**config.mk**
```make
export PLATFORM = sky130hd
export DESIGN_NAME = ser_reg_if
export DESIGN_NICKNAME = d
export VERILOG_FILES = /design/src/rtl/ser_reg_if_pkg.sv /design/src/rtl/ser_reg_if_sync.sv /design/src/rtl/ser_reg_if_frame.sv /design/src/rtl/ser_reg_if_regs.sv /design/src/rtl/ser_reg_if.sv
export SDC_FILE = /design/constraint.sdc
export NUM_CORES = 1
export LEC_CHECK = 0
export ABC_AREA = 1
export ABC_CLOCK_PERIOD_IN_PS = 3970
export CAP_MARGIN = 20
export CORE_UTILIZATION = 64
export DETAILED_ROUTE_END_ITERATION = 10
export GPL_ROUTABILITY_DRIVEN = 0
export PLACE_DENSITY = 0.92
export RECOVER_POWER = 50
export SKIP_CTS_REPAIR_TIMING = 1
export SLEW_MARGIN = 20
export SYNTH_ARGS = -nofsm -noshare
export SYNTH_HDL_FRONTEND = slang
export SYNTH_SLANG_ARGS = --single-unit
```
**constraint.sdc**
```tcl
create_clock -name clk -period 3.97 [get_ports clk]
set_input_delay 0.5955 -clock clk [delete_from_list [all_inputs] [get_ports clk]]
set_output_delay 0.5955 -clock clk [all_outputs]
set_load 0.02 [all_outputs]
```
**src/rtl/ser_reg_if_pkg.sv**
```systemverilog
package ser_reg_if_pkg;
   localparam int FRAME_W = 16;
   localparam int ADDR_W  = 2;
   localparam int DATA_W  = FRAME_W - ADDR_W;

   localparam int F_CALGO   = 0;
   localparam int F_CSUB_LO = 1;
   localparam int F_MODE    = 5;
   localparam int F_RSEL_LO = 6;
   localparam int F_ZERO_LO = 10;
   localparam int F_ZERO_HI = 13;

   typedef enum logic [1:0] {
      WA_NONE = 2'b00,
      WA_TEST = 2'b01,
      WA_CAL  = 2'b10,
      WA_CTRL = 2'b11
   } wr_addr_e;

   typedef enum logic [1:0] {
      RS_ADC  = 2'b00,
      RS_TEST = 2'b01,
      RS_CAL  = 2'b10,
      RS_STAT = 2'b11
   } rd_sel_e;

   typedef enum logic [1:0] {
      CB_DAC  = 2'b00,
      CB_OFFS = 2'b01,
      CB_GAIN = 2'b10,
      CB_RSVD = 2'b11
   } cal_sub_e;
endpackage

```
**src/rtl/ser_reg_if_sync.sv**
```systemverilog
module ser_reg_if_sync #(
   parameter int               WIDTH   = 3,
   parameter int               STAGES  = 2,
   parameter logic [WIDTH-1:0] RST_VAL = '0
) (
   input  logic             clk,
   input  logic             rst_n,
   input  logic [WIDTH-1:0] d,
   output logic [WIDTH-1:0] q
);
   if (STAGES < 2) begin : g_bad_stages
      $error("ser_reg_if_sync: STAGES must be at least 2");
   end

   logic [WIDTH-1:0] stage_q [STAGES];

   for (genvar g = 0; g < STAGES; g++) begin : g_stage
      always_ff @(posedge clk or negedge rst_n) begin
         if (!rst_n) begin
            stage_q[g] <= RST_VAL;
         end else if (g == 0) begin
            stage_q[g] <= d;
         end else begin
            stage_q[g] <= stage_q[(g == 0) ? 0 : g-1];
         end
      end
   end

   assign q = stage_q[STAGES-1];
endmodule

```
**src/rtl/ser_reg_if_frame.sv**
```systemverilog
module ser_reg_if_frame #(
   parameter int FW = 16
) (
   input  logic          clk,
   input  logic          rst_n,
   input  logic          pol,
   input  logic          sclk_s,
   input  logic          csn_s,
   input  logic          sdi_s,
   input  logic [FW-1:0] rd_word,
   output logic          frame_start,
   output logic          commit,
   output logic [FW-1:0] rx_word,
   output logic          sdo
);
   localparam int CNT_W   = $clog2(FW + 2);
   localparam int CNT_TOP = FW + 1;

   if (FW < 4) begin : g_bad_fw
      $error("ser_reg_if_frame: FW too small");
   end

   logic             sclk_d, csn_d;
   logic [FW-1:0]    sh_in, sh_out;
   logic [CNT_W-1:0] cnt;
   logic             active, rise, fall, sample, launch, frame_end;

   assign active      = ~csn_s;
   assign rise        = sclk_s & ~sclk_d;
   assign fall        = ~sclk_s & sclk_d;
   assign sample      = active & (pol ? fall : rise);
   assign launch      = active & (pol ? rise : fall);
   assign frame_start = csn_d & ~csn_s;
   assign frame_end   = ~csn_d & csn_s;

   always_ff @(posedge clk or negedge rst_n) begin
      if (!rst_n) begin
         sclk_d <= 1'b0;
         csn_d  <= 1'b1;
         sh_in  <= '0;
         sh_out <= '0;
         cnt    <= '0;
         commit <= 1'b0;
      end else begin
         sclk_d <= sclk_s;
         csn_d  <= csn_s;
         commit <= frame_end && (cnt == CNT_W'(FW));
         if (frame_start) begin
            sh_out <= rd_word;
            cnt    <= '0;
         end else begin
            if (sample) begin
               sh_in <= {sh_in[FW-2:0], sdi_s};
               if (cnt != CNT_W'(CNT_TOP)) begin
                  cnt <= cnt + 1'b1;
               end
            end
            if (launch) begin
               sh_out <= {sh_out[FW-2:0], 1'b0};
            end
         end
      end
   end

   assign rx_word = sh_in;
   assign sdo     = active & sh_out[FW-1];
endmodule

```
**src/rtl/ser_reg_if_regs.sv**
```systemverilog
module ser_reg_if_regs
   import ser_reg_if_pkg::*;
#(
   parameter int DW        = 14,
   parameter int FW        = 16,
   parameter int DAC_WORDS = 8,
   localparam int PTR_W    = (DAC_WORDS > 1) ? $clog2(DAC_WORDS) : 1
) (
   input  logic             clk,
   input  logic             rst_n,
   input  logic             commit,
   input  logic [1:0]       addr,
   input  logic [DW-1:0]    data,
   input  logic [DW-1:0]    adc_data,
   input  logic [FW-1:0]    status_word,
   output logic [DW-1:0]    ctrl_q,
   output logic [DW-1:0]    test_q,
   output logic [FW-1:0]    rd_word,
   output logic [PTR_W-1:0] ptr
);
   localparam logic [PTR_W-1:0] PTR_LAST  = PTR_W'(DAC_WORDS - 1);
   localparam logic [DW-1:0]    KEEP_MASK = DW'((1 << F_ZERO_LO) - 1);
   localparam int               PAD_W     = FW - DW;

   if (DW < F_ZERO_HI + 1) begin : g_bad_dw
      $error("ser_reg_if_regs: data field narrower than control layout");
   end
   if (DAC_WORDS < 1) begin : g_bad_dac
      $error("ser_reg_if_regs: DAC_WORDS must be at least 1");
   end

   logic [DW-1:0] offs_q, gain_q, cal_rd;
   logic [DW-1:0] dac_q [DAC_WORDS];
   logic          cal_open, wr_ctrl, wr_test, wr_cal, dac_step;
   cal_sub_e      sub;
   rd_sel_e       rsel;

   assign sub      = cal_sub_e'(ctrl_q[F_CSUB_LO +: 2]);
   assign rsel     = rd_sel_e'(ctrl_q[F_RSEL_LO +: 2]);
   assign cal_open = ~ctrl_q[F_CALGO];
   assign wr_ctrl  = commit && (wr_addr_e'(addr) == WA_CTRL);
   assign wr_test  = commit && (wr_addr_e'(addr) == WA_TEST);
   assign wr_cal   = commit && (wr_addr_e'(addr) == WA_CAL) && cal_open;
   assign dac_step = commit && !wr_ctrl && cal_open && (sub == CB_DAC) &&
                     ((wr_addr_e'(addr) == WA_CAL) || (rsel == RS_CAL));

   always_ff @(posedge clk or negedge rst_n) begin
      if (!rst_n) begin
         ctrl_q <= '0;
      end else if (wr_ctrl) begin
         ctrl_q <= data & KEEP_MASK;
      end else if (commit) begin
         ctrl_q[F_MODE] <= 1'b0;
      end
   end

   always_ff @(posedge clk or negedge rst_n) begin
      if (!rst_n) begin
         test_q <= '0;
      end else if (wr_test) begin
         test_q <= data;
      end
   end

   always_ff @(posedge clk or negedge rst_n) begin
      if (!rst_n) begin
         offs_q <= '0;
         gain_q <= '0;
      end else if (wr_cal) begin
         if (sub == CB_OFFS) offs_q <= data;
         if (sub == CB_GAIN) gain_q <= data;
      end
   end

   for (genvar g = 0; g < DAC_WORDS; g++) begin : g_dac
      always_ff @(posedge clk or negedge rst_n) begin
         if (!rst_n) begin
            dac_q[g] <= '0;
         end else if (wr_cal && (sub == CB_DAC) && (ptr == PTR_W'(g))) begin
            dac_q[g] <= data;
         end
      end
   end

   always_ff @(posedge clk or negedge rst_n) begin
      if (!rst_n) begin
         ptr <= '0;
      end else if (wr_ctrl) begin
         ptr <= '0;
      end else if (dac_step) begin
         ptr <= (ptr == PTR_LAST) ? '0 : ptr + 1'b1;
      end
   end

   always_comb begin
      cal_rd = '0;
      if (cal_open) begin
         unique case (sub)
            CB_DAC:  cal_rd = dac_q[ptr];
            CB_OFFS: cal_rd = offs_q;
            CB_GAIN: cal_rd = gain_q;
            CB_RSVD: cal_rd = '0;
         endcase
      end
   end

   always_comb begin
      unique case (rsel)
         RS_ADC:  rd_word = {{PAD_W{1'b0}}, adc_data};
         RS_TEST: rd_word = {{PAD_W{1'b0}}, test_q};
         RS_CAL:  rd_word = {{PAD_W{1'b0}}, cal_rd};
         RS_STAT: rd_word = status_word;
      endcase
   end
endmodule

```
**src/rtl/ser_reg_if.sv**
```systemverilog
module ser_reg_if
   import ser_reg_if_pkg::*;
#(
   parameter int FRAME_W     = ser_reg_if_pkg::FRAME_W,
   parameter int ADDR_W      = ser_reg_if_pkg::ADDR_W,
   parameter int DAC_WORDS   = 8,
   parameter int SYNC_STAGES = 2,
   localparam int DATA_W     = FRAME_W - ADDR_W,
   localparam int PTR_W      = (DAC_WORDS > 1) ? $clog2(DAC_WORDS) : 1
) (
   input  logic               clk,
   input  logic               rst_n,
   input  logic               sclk_pol,
   input  logic               sclk,
   input  logic               cs_n,
   input  logic               sdi,
   output logic               sdo,
   input  logic [DATA_W-1:0]  adc_data,
   input  logic [FRAME_W-1:0] status_word,
   output logic [DATA_W-1:0]  ctrl_q,
   output logic [DATA_W-1:0]  test_q
);
   if (ADDR_W != 2) begin : g_bad_addr
      $error("ser_reg_if: address field must be 2 bits");
   end

   logic               sclk_s, csn_s, sdi_s;
   logic               frame_start, commit;
   logic [FRAME_W-1:0] rx_word, rd_word;
   logic [PTR_W-1:0]   ptr;

   ser_reg_if_sync #(
      .WIDTH   (3),
      .STAGES  (SYNC_STAGES),
      .RST_VAL (3'b010)
   ) sync_i (
      .clk   (clk),
      .rst_n (rst_n),
      .d     ({sclk, cs_n, sdi}),
      .q     ({sclk_s, csn_s, sdi_s})
   );

   ser_reg_if_frame #(
      .FW (FRAME_W)
   ) frame_i (
      .clk         (clk),
      .rst_n       (rst_n),
      .pol         (sclk_pol),
      .sclk_s      (sclk_s),
      .csn_s       (csn_s),
      .sdi_s       (sdi_s),
      .rd_word     (rd_word),
      .frame_start (frame_start),
      .commit      (commit),
      .rx_word     (rx_word),
      .sdo         (sdo)
   );

   ser_reg_if_regs #(
      .DW        (DATA_W),
      .FW        (FRAME_W),
      .DAC_WORDS (DAC_WORDS)
   ) regs_i (
      .clk         (clk),
      .rst_n       (rst_n),
      .commit      (commit),
      .addr        (rx_word[FRAME_W-1 -: 2]),
      .data        (rx_word[DATA_W-1:0]),
      .adc_data    (adc_data),
      .status_word (status_word),
      .ctrl_q      (ctrl_q),
      .test_q      (test_q),
      .rd_word     (rd_word),
      .ptr         (ptr)
   );
endmodule

```
# ---- Word level (Yosys, flattened, before mapping)
# Cells that the tools add are included.
dict set report totals {
  ff_bits 213
  latch_bits 0
  ram_bits 0
  mem_bits_ro 0
  in_bits 36
  word_cells 107
  n_memories 0
}
dict set report op_classes {
  addsub 2
  n_mul 0
  n_div 0
  order_cmp 1
  eq_ne 18
  shifts 0
  muxes 18
  bitwise_logic 14
  n_reduce_logical 32
}
# op n
set ops {}
lappend ops {{16-bit one-hot mux with 4 select lines} 1}
lappend ops {{14-bit one-hot mux with 4 select lines} 1}
lappend ops {{14-bit binary-select mux with 3-bit select} 1}
lappend ops {{14-bit two-way mux} 3}
lappend ops {{16-bit two-way mux} 2}
lappend ops {{1-bit logical AND} 18}
lappend ops {{5-bit two-way mux} 3}
lappend ops {{2-bit == test, second input constant} 6}
lappend ops {{3-bit == test, second input constant} 4}
lappend ops {{2-bit nonzero test} 5}
lappend ops {{3-bit two-way mux} 3}
lappend ops {{2-bit AND reduction} 4}
lappend ops {{1-bit bitwise AND} 7}
lappend ops {{2-bit by 1-bit == test with 1-bit output, second input constant} 3}
lappend ops {{3-bit by 2-bit == test with 1-bit output, second input constant} 2}
lappend ops {{1-bit NOT} 6}
lappend ops {{5-bit by 1-bit adder with 5-bit output, second input constant} 1}
lappend ops {{5-bit == test, second input constant} 1}
lappend ops {{5-bit != test, second input constant} 1}
lappend ops {{4-bit greater-or-equal comparator, second input constant} 1}
lappend ops {{2-bit logical NOT} 2}
lappend ops {{1-bit two-way mux} 4}
lappend ops {{3-bit NOT with 4-bit output} 1}
lappend ops {{3-bit by 1-bit adder with 3-bit output, second input constant} 1}
lappend ops {{4 further kinds} 4}

# ---- Longest topological paths before layout
# Gate-level depths: netlist of the first run.
dict set report logic_depth {
  depth_word 9
  depth_mapped 12
  mapped_depth_nobuf 11
}

# ---- Modules after synthesis
# From an unflattened synthesis of the first run, not the netlist that was laid out.
dict set report unflattened {
  hier_cells 1348
  area_unflattened_um2 10628.9
}
# module instances cells_per_inst area_each_um2 seq_area_each_um2
set by_module_without_submodules {}
lappend by_module_without_submodules {ser_reg_if_regs 1 1089 8448.1 4179.0}
lappend by_module_without_submodules {ser_reg_if_frame 1 250 2005.7 1002.2}
lappend by_module_without_submodules {ser_reg_if_sync 1 9 175.2 152.6}

# ---- Worst setup path after synthesis of the first run
# OpenSTA, ideal clock, no wires.
dict set report synth_timing {
  path_type {flip-flop to flip-flop}
  startpoint {register regs_i.ctrl_q[2]}
  endpoint {register regs_i.dac_q[14] (netlist bit)}
  setup_ns 0.133
  arrival_time_ns 1.827
  slack_ns 2.009
  stages_incl_launch_ff 9
  n_path_buf 2
  period_less_slack_ns 1.961
  path_cell_list {dfrtp_1 > buf_2 > nor2_4 > inv_2 > nor3_4 > nand3_2 > clkbuf_1 > nand2_1 > o21ai_0}
}
dict set report synth_via {
  elab_chain_len 3
}
# item line
set synth_rtl {}
lappend synth_rtl {{start, declared} ser_reg_if_regs.sv:16} ;# output logic [DW-1:0] ctrl_q,
lappend synth_rtl {{start signal, assigned} ser_reg_if_regs.sv:51} ;# ctrl_q <= data & KEEP_MASK;
lappend synth_rtl {{2-bit logical NOT} ser_reg_if_regs.sv:79} ;# end else if (wr_cal && (sub == CB_DAC) && (ptr == PTR_W'(g))) begin
lappend synth_rtl {{1-bit logical AND (2 in a row)} ser_reg_if_regs.sv:79}
lappend synth_rtl {{end signal, assigned by index} ser_reg_if_regs.sv:80} ;# dac_q[g] <= data;
lappend synth_rtl {{end, declared} ser_reg_if_regs.sv:33} ;# logic [DW-1:0] dac_q [DAC_WORDS];
# No other way between the ends.
# A chain may end at the register's enable or synchronous reset.

# ---- Worst setup path after layout of the first run
dict set report layout_timing {
  startpoint {register regs_i.ctrl_q[2]}
  endpoint {register regs_i.dac_q[22] (netlist bit)}
}
# The elaborated chain is that of the path after synthesis.

==> metrics.md, run 1 <==
| Metric | Value |
|---|---|
| Status | `finished with violations` |
| Die Span Y | `127 um` |
| Cells along the critical path | `nor2_4 -> inv_2 -> nor3_4 -> nand3_2 -> nand2_1 -> o21ai_0` |
| Power Density | `423 nW/um2` |
| Max-slew headroom | `-78.4%` |
| Mapped Cells | `1302` |
| Setup violations, final | `0` |
| Diode count | `0` |
| Crit Path Class | `flip-flop to flip-flop` |
| Layout cells sized above 1 | `4.73%` |
| CP required | `4.32 ns` |
| Final clock skew | `0.0117 ns` |
| DP Area | `10700 um2` |
| Main area contributors after synthesis | `dfrtp_1 (52%), nand2_1 (16%), o21ai_0 (10%), nand3_1 (5.5%), inv_1 (5.4%)` |
| Worst-skew pair later-pin latency | `0.51 ns` |
| DRT iter0 DRCs | `1228` |
| Max incr delay on CP | `0.64 ns` |
| Worst slew pin tran | `2.68 ns` |
| Synth Warn # | `0` |
| Post-synth EDFFs | `0` |
| Post-Syn Area per Cell | `7.74 um2` |
| Prevailing post-synth register cell | `dfrtp_1` |
| Slowest library cell on the worst path | `dfrtp_1` |
| Netlist cell types | `28` |
| Number of max-cap violations | `1` |
| Starting Density | `66.0%` |
| GRT Util Overall | `34.0%` |
| Final ANT Viol Nets | `0` |
| Max-slew violation count | `105` |
| CTS tree | `yes` |
| Dpl hpwl | `16400 um` |
| Final Hold Fails | `0` |
| Fillers | `1038` |
| Peak supply drop | `0.000467 V` |
| Area Growth Syn to Fin | `13.5%` |
| Die X | `127 um` |
| Final period util | `69.3%` |
| DRC Markers | `0` |
| # nets final | `1360` |
| Total wire length | `26800 um` |
| CP Capture Type | `flip-flop` |
| Leakage | `5.39 nW` |
| Antenna violations before repair | `0` |
| Leading cell type by number of instances after synthesis | `nand2_1` |
| Vias in the first global route | `8499` |
| Core footprint | `15300 um2` |
| CP Launch Type | `flip-flop` |
| DR vias | `8950` |
| Failing checks | `capacitance limit, slew limit` |
| CP arrival | `3.10 ns` |
| DIE AREA | `16200 um2` |
| Wire per inst | `17.4 um` |
| Cell accounting for the most synthesized area | `dfrtp_1` |
| Synth Register Bits | `213` |
| # clock sinks | `213` |
| First drt pass iteration count | `6` |
| TNS Setup | `0 ns` |
| Peak Freq | `0.363 GHz` |
| Num rows | `45` |
| Worst hold slack | `0.349 ns` |
| Largest net degree at the start of global routing | `106` |
| Total overflow reported by the global router | `0` |
| Final Power | `4.84 mW` |
| CTS Buffer Depth | `3` |
| H-tree levels | `1` |
| I/O pin total | `65` |
| First-pass GRT wire length | `43100 um` |
| Commonest cells post-synth | `nand2_1 (439), dfrtp_1 (210), o21ai_0 (204)` |
| Final instance area | `11400 um2` |
| Root Driver | `clkbuf_16` |
| Crit path max fanout | `28` |
| Synth async-reset ratio | `100%` |
| Num CTS Buffers | `22` |
| Crit path time final | `2.75 ns` |
| Unrepaired setup endpoints after global routing | `no` |
| Post-Syn Area | `10100 um2` |
| Share of the synthesized area in the top cell type | `52.2%` |
| Clock slew at reported path FFs | `0.06 ns` |
| Sequential share of the synthesized area | `52.9%` |
| IO Port Bufs | `60` |
| Worst Hold Class | `flip-flop to flip-flop` |
| Post-DR vias/cell | `5.80` |
-- through the flow --
| stage | utilization, % | cells | worst slack [ns] |
|---|---|---|---|
| floorplan | - | 1305 | 2.01 |
| global placement | 70.1 | 1502 | 1.45 |
| detailed placement | 70.1 | 1502 | 1.35 |
| CTS | 75.0 | 1542 | 1.31 |
| global route | 74.9 | 1542 | 0.694 |
| finish | 74.9 | 1542 | 1.22 |
-- layer usage --
layer  vias up  global-route usage [%]  wire (um)
li1       4118                       -          -
met3        94                    7.33       2760
met5         -                       0          0
met1      4202                    45.7      10500
met2       536                    53.5      12500
met4         0                    15.4       1110
-- where the power goes --
part	internal (mW)	switching (mW)
clock network	1.27	0.845
logic	0.0894	0.330
registers	2.25	0.0521
-- flip-flops by register name (all words and copies together), names as in the netlist, 3 cells and up --
register         cells
regs_i.dac_q       112
frame_i.sh_out      16
regs_i.gain_q       14
regs_i.offs_q       14
regs_i.test_q       14
sync_i.q             3
frame_i.rx_word     16
regs_i.ptr           3
sync_i.stage_q       3
regs_i.ctrl_q       10
frame_i.cnt          5
-- logic make-up after synthesis --
logic type	share of synthesized area, %
AO/OA/AOI/OAI	12.1
other	0.0372
adder cells (fa/ha/maj)	1.12
XOR/XNOR	0.0870
flip-flops	52.9
buffers and inverters	8.72
AND/OR/NAND/NOR	25.0
-- worst max-delay path, delay by kind of cell (launching register included) --
family,cells,cell delay (ns)
AND/OR/NAND/NOR,4,1.73
flip-flops,1,0.64
buffers and inverters,1,0.11
AO/OA/AOI/OAI,1,0.11
-- cells in the final DEF (no fill, tap or decap), types with 4 or more instances in the layout --
cell type        netlist  layout
a21oi_1               17      17
a221oi_1               8       8
clkbuf_16              0      23
clkbuf_8               0       8
clkdlybuf4s50_1        0      56
conb_1                 1       4
dfrtp_1              210     210
ha_1                   9       9
inv_1                144     144
nand2_1              439     439
nand3_1              111     111
nand3_2                6       6
nor2_1                45      44
o21ai_0              204     204
o21ai_1                8       8
-- path summary, 6_finish.rpt --
path,start,cells after the start,to,slack [ns]
setup / recovery,regs_i.ctrl_q[2],6,regs_i.dac_q[22],1.22
hold / removal,sync_i.stage_q[5],0,sync_i.q[2],0.35
setup reg to reg,regs_i.ctrl_q[2],6,regs_i.dac_q[22],1.22
hold reg to reg,sync_i.stage_q[5],0,sync_i.q[2],0.35
max in group asynchronous,rst_n,2,regs_i.test_q[4],1.25
min in group asynchronous,rst_n,1,regs_i.dac_q[63],0.91
-- area by class of cell --
| class | count | area [um2] | area share (%) |
|---|---|---|---|
| clock buffer | 34 | 697 | 6.09 |
| clock inverter | 6 | 61.3 | 0.536 |
| inverter | 148 | 556 | 4.86 |
| multi-input combinational | 864 | 3870 | 33.9 |
| sequential | 213 | 5330 | 46.6 |
| tap | 211 | 264 | 2.31 |
| timing repair buffer | 66 | 648 | 5.67 |
(Power assumes the default switching activity.)
==> inputs of run 2 (changes only) <==
- ABC_CLOCK_PERIOD_IN_PS: 3970 -> 2600
- CORE_UTILIZATION: 64 -> 59
- PLACE_DENSITY: 0.92 -> 0.87
- clock period: 3.97 -> 2.6 ns (I/O delays scaled with it)
==> run 2 against run 1 <==
Effect of this change:
- the run still ends with capacitance limit, slew limit left
- clock power is 67% higher
- hold slack better by 0.012 ns
- clock skew rose by 0.0010 ns
- core utilization shrank 4.6 points
- critical path type unchanged
- combinational power increased by 52%
- die area is 8.3% higher
- critical path depth fell by 1
- highest routed layer unchanged
- largest power group is now the clock network
- first-iteration DRC count decreased by 4.2%
- via count rose by 1.7%
==> metrics.md, run 2 (same netlist as run 1, synthesis figures left out) <==
| Metric | Value |
|---|---|
| Status | `finished with violations` |
| Failing checks | `capacitance limit, slew limit` |
| Peak supply drop | `0.000567 V` |
| Peak Freq | `0.437 GHz` |
| Worst-skew pair later-pin latency | `0.51 ns` |
| Starting Density | `60.5%` |
| Largest net degree at the start of global routing | `72` |
| Worst hold start | `sync_i.stage_q[5]` |
| Total wire length | `27200 um` |
| Final ANT Viol Nets | `0` |
| Internal power | `5.79 mW` |
| CP required | `2.98 ns` |
| Min-Delay Endpoint | `sync_i.q[2]` |
| Die X | `133 um` |
| Crit Path Class | `flip-flop to flip-flop` |
| # clock sinks | `213` |
| Setup violations, final | `0` |
| Most frequent cells in the layout | `nand2_1 (439), dfrtp_1 (210), o21ai_0 (204)` |
| I/O pin total | `65` |
| Flop pwr share | `45.7%` |
| CP Launch Type | `flip-flop` |
| Clock slew at reported path FFs | `0.06 ns` |
| Final clock skew | `0.0128 ns` |
| WHS Path Cells | `0` |
| # nets final | `1383` |
| Post-DR vias/cell | `5.78` |
| TNS Setup | `0 ns` |
| CP Capture Type | `flip-flop` |
| R2R Path End | `regs_i.offs_q[2]` |
| Core footprint | `16600 um2` |
| Cells on worst reg2reg path | `5` |
| Largest Register | `regs_i.dac_q` |
| Number of max-cap violations | `1` |
| DR vias | `9102` |
| Switching share of power | `24.5%` |
| IO Port Bufs | `60` |
| Num rows | `47` |
| Final period util | `88.0%` |
| Die Span Y | `133 um` |
| CTS Buffer Depth | `3` |
| H-tree levels | `1` |
| First drt pass iteration count | `6` |
| DRC Markers | `0` |
| Vias in the first global route | `8600` |
| Leakage | `5.54 nW` |
| Dpl hpwl | `17200 um` |
| Total overflow reported by the global router | `0` |
| Flop-to-flop setup slack | `0.31 ns` |
| Crit path max fanout | `28` |
| Unrepaired setup endpoints after global routing | `no` |
| Worst Hold Class | `flip-flop to flip-flop` |
| Crit path time final | `2.29 ns` |
| Max-slew violation count | `70` |
| Final Util | `70.3%` |
| CP arrival | `2.67 ns` |
| DIE AREA | `17600 um2` |
| Antenna violations before repair | `0` |
| Final Hold Fails | `0` |
| First-pass GRT wire length | `44000 um` |
| Wire per inst | `17.3 um` |
| Layout cells sized above 1 | `6.20%` |
| Max-slew headroom | `-24.2%` |
| GRT Util Overall | `31.6%` |
| Clk pwr share | `46.0%` |
| Max reg flops | `112` |
| Final Power | `7.67 mW` |
| Worst slew pin tran | `1.86 ns` |
| Num CTS Buffers | `22` |
| Power Density | `656 nW/um2` |
| CTS tree | `yes` |
| Worst R2R Start | `regs_i.ctrl_q[1]` |
| Commonest non-fill, non-tap cell in the layout | `nand2_1` |
| Sw Pwr | `1.88 mW` |
| Area Growth Syn to Fin | `16.1%` |
| DRT iter0 DRCs | `1177` |
| Gate power share | `8.3%` |
| Diode count | `0` |
| Root Driver | `clkbuf_16` |
[run 2: changes by cell type in the layout (fill, tap and decap cells not counted), sizes merged]
cell,delta
buf,+24
bufinv,+3
clkbuf,-3
clkinv,-1
clkinvlp,-1
dlygate4sd3,+1
[run 2: layout make-up]
class                   count  area (um2)
fillers                  1221        4940
multi-input cells         864        3870
flip-flops and latches    213        5330
well taps                 220         275
clock buffers              33         683
inverters                 148         556
repair buffers             89         841
clock inverters             7         139
[run 2: worst max path at each step]
stage	startpoint	to	slack [ns]	cells past startpoint
floorplan	regs_i.ctrl_q[2]	regs_i.dac_q[14]	0.64	8
global placement	regs_i.ctrl_q[0]	regs_i.dac_q[73]	0.64	5
detailed placement	regs_i.ctrl_q[0]	regs_i.dac_q[71]	0.47	4
CTS	regs_i.ctrl_q[1]	regs_i.offs_q[2]	0.35	5
global route	rst_n	regs_i.dac_q[8]	0.10	3
finish	regs_i.ctrl_q[1]	regs_i.offs_q[2]	0.31	5
[run 2: metrics by stage]
step | cell area [um2] | setup WS, ns | cells | hold WS, ns
global route | 11700 | 0.104 | 1574 | 0.364
floorplan | 10100 | 0.639 | 1305 | 0.0944
detailed placement | 10900 | 0.470 | 1533 | 0.338
finish | 11700 | 0.311 | 1574 | 0.361
global placement | 10900 | 0.635 | 1533 | 0.339
CTS | 11700 | 0.352 | 1573 | -0.0746
[run 2: critical path, cell delays in order, from the launching register on]
cell and delay (ns):
dfrtp_1 0.43, inv_1 0.26, or2_2 0.35, inv_1 0.15, nand2_1 0.53, o21ai_0 0.45
[run 2: power by group through the flow]
stage | sequential [mW] | clock [mW] | combinational, mW
6_report | 3.51 | 3.53 | 0.635
5_1_grt | 3.52 | 3.66 | 0.696
4_1_cts | 3.51 | 3.54 | 0.625
3_5_place_dp | 3.56 | 0 | 0.617
3_3_place_gp | 3.56 | 0 | 0.601
2_1_floorplan | 3.55 | 0 | 0.310
[run 2: routing by layer]
metal	wire [um]	vias to the layer above	track usage [%]
met4	1050	0	12.5
met2	12700	497	50.6
met1	11000	4334	43.1
met3	2390	85	5.75
li1	-	4186	-
met5	0	-	0
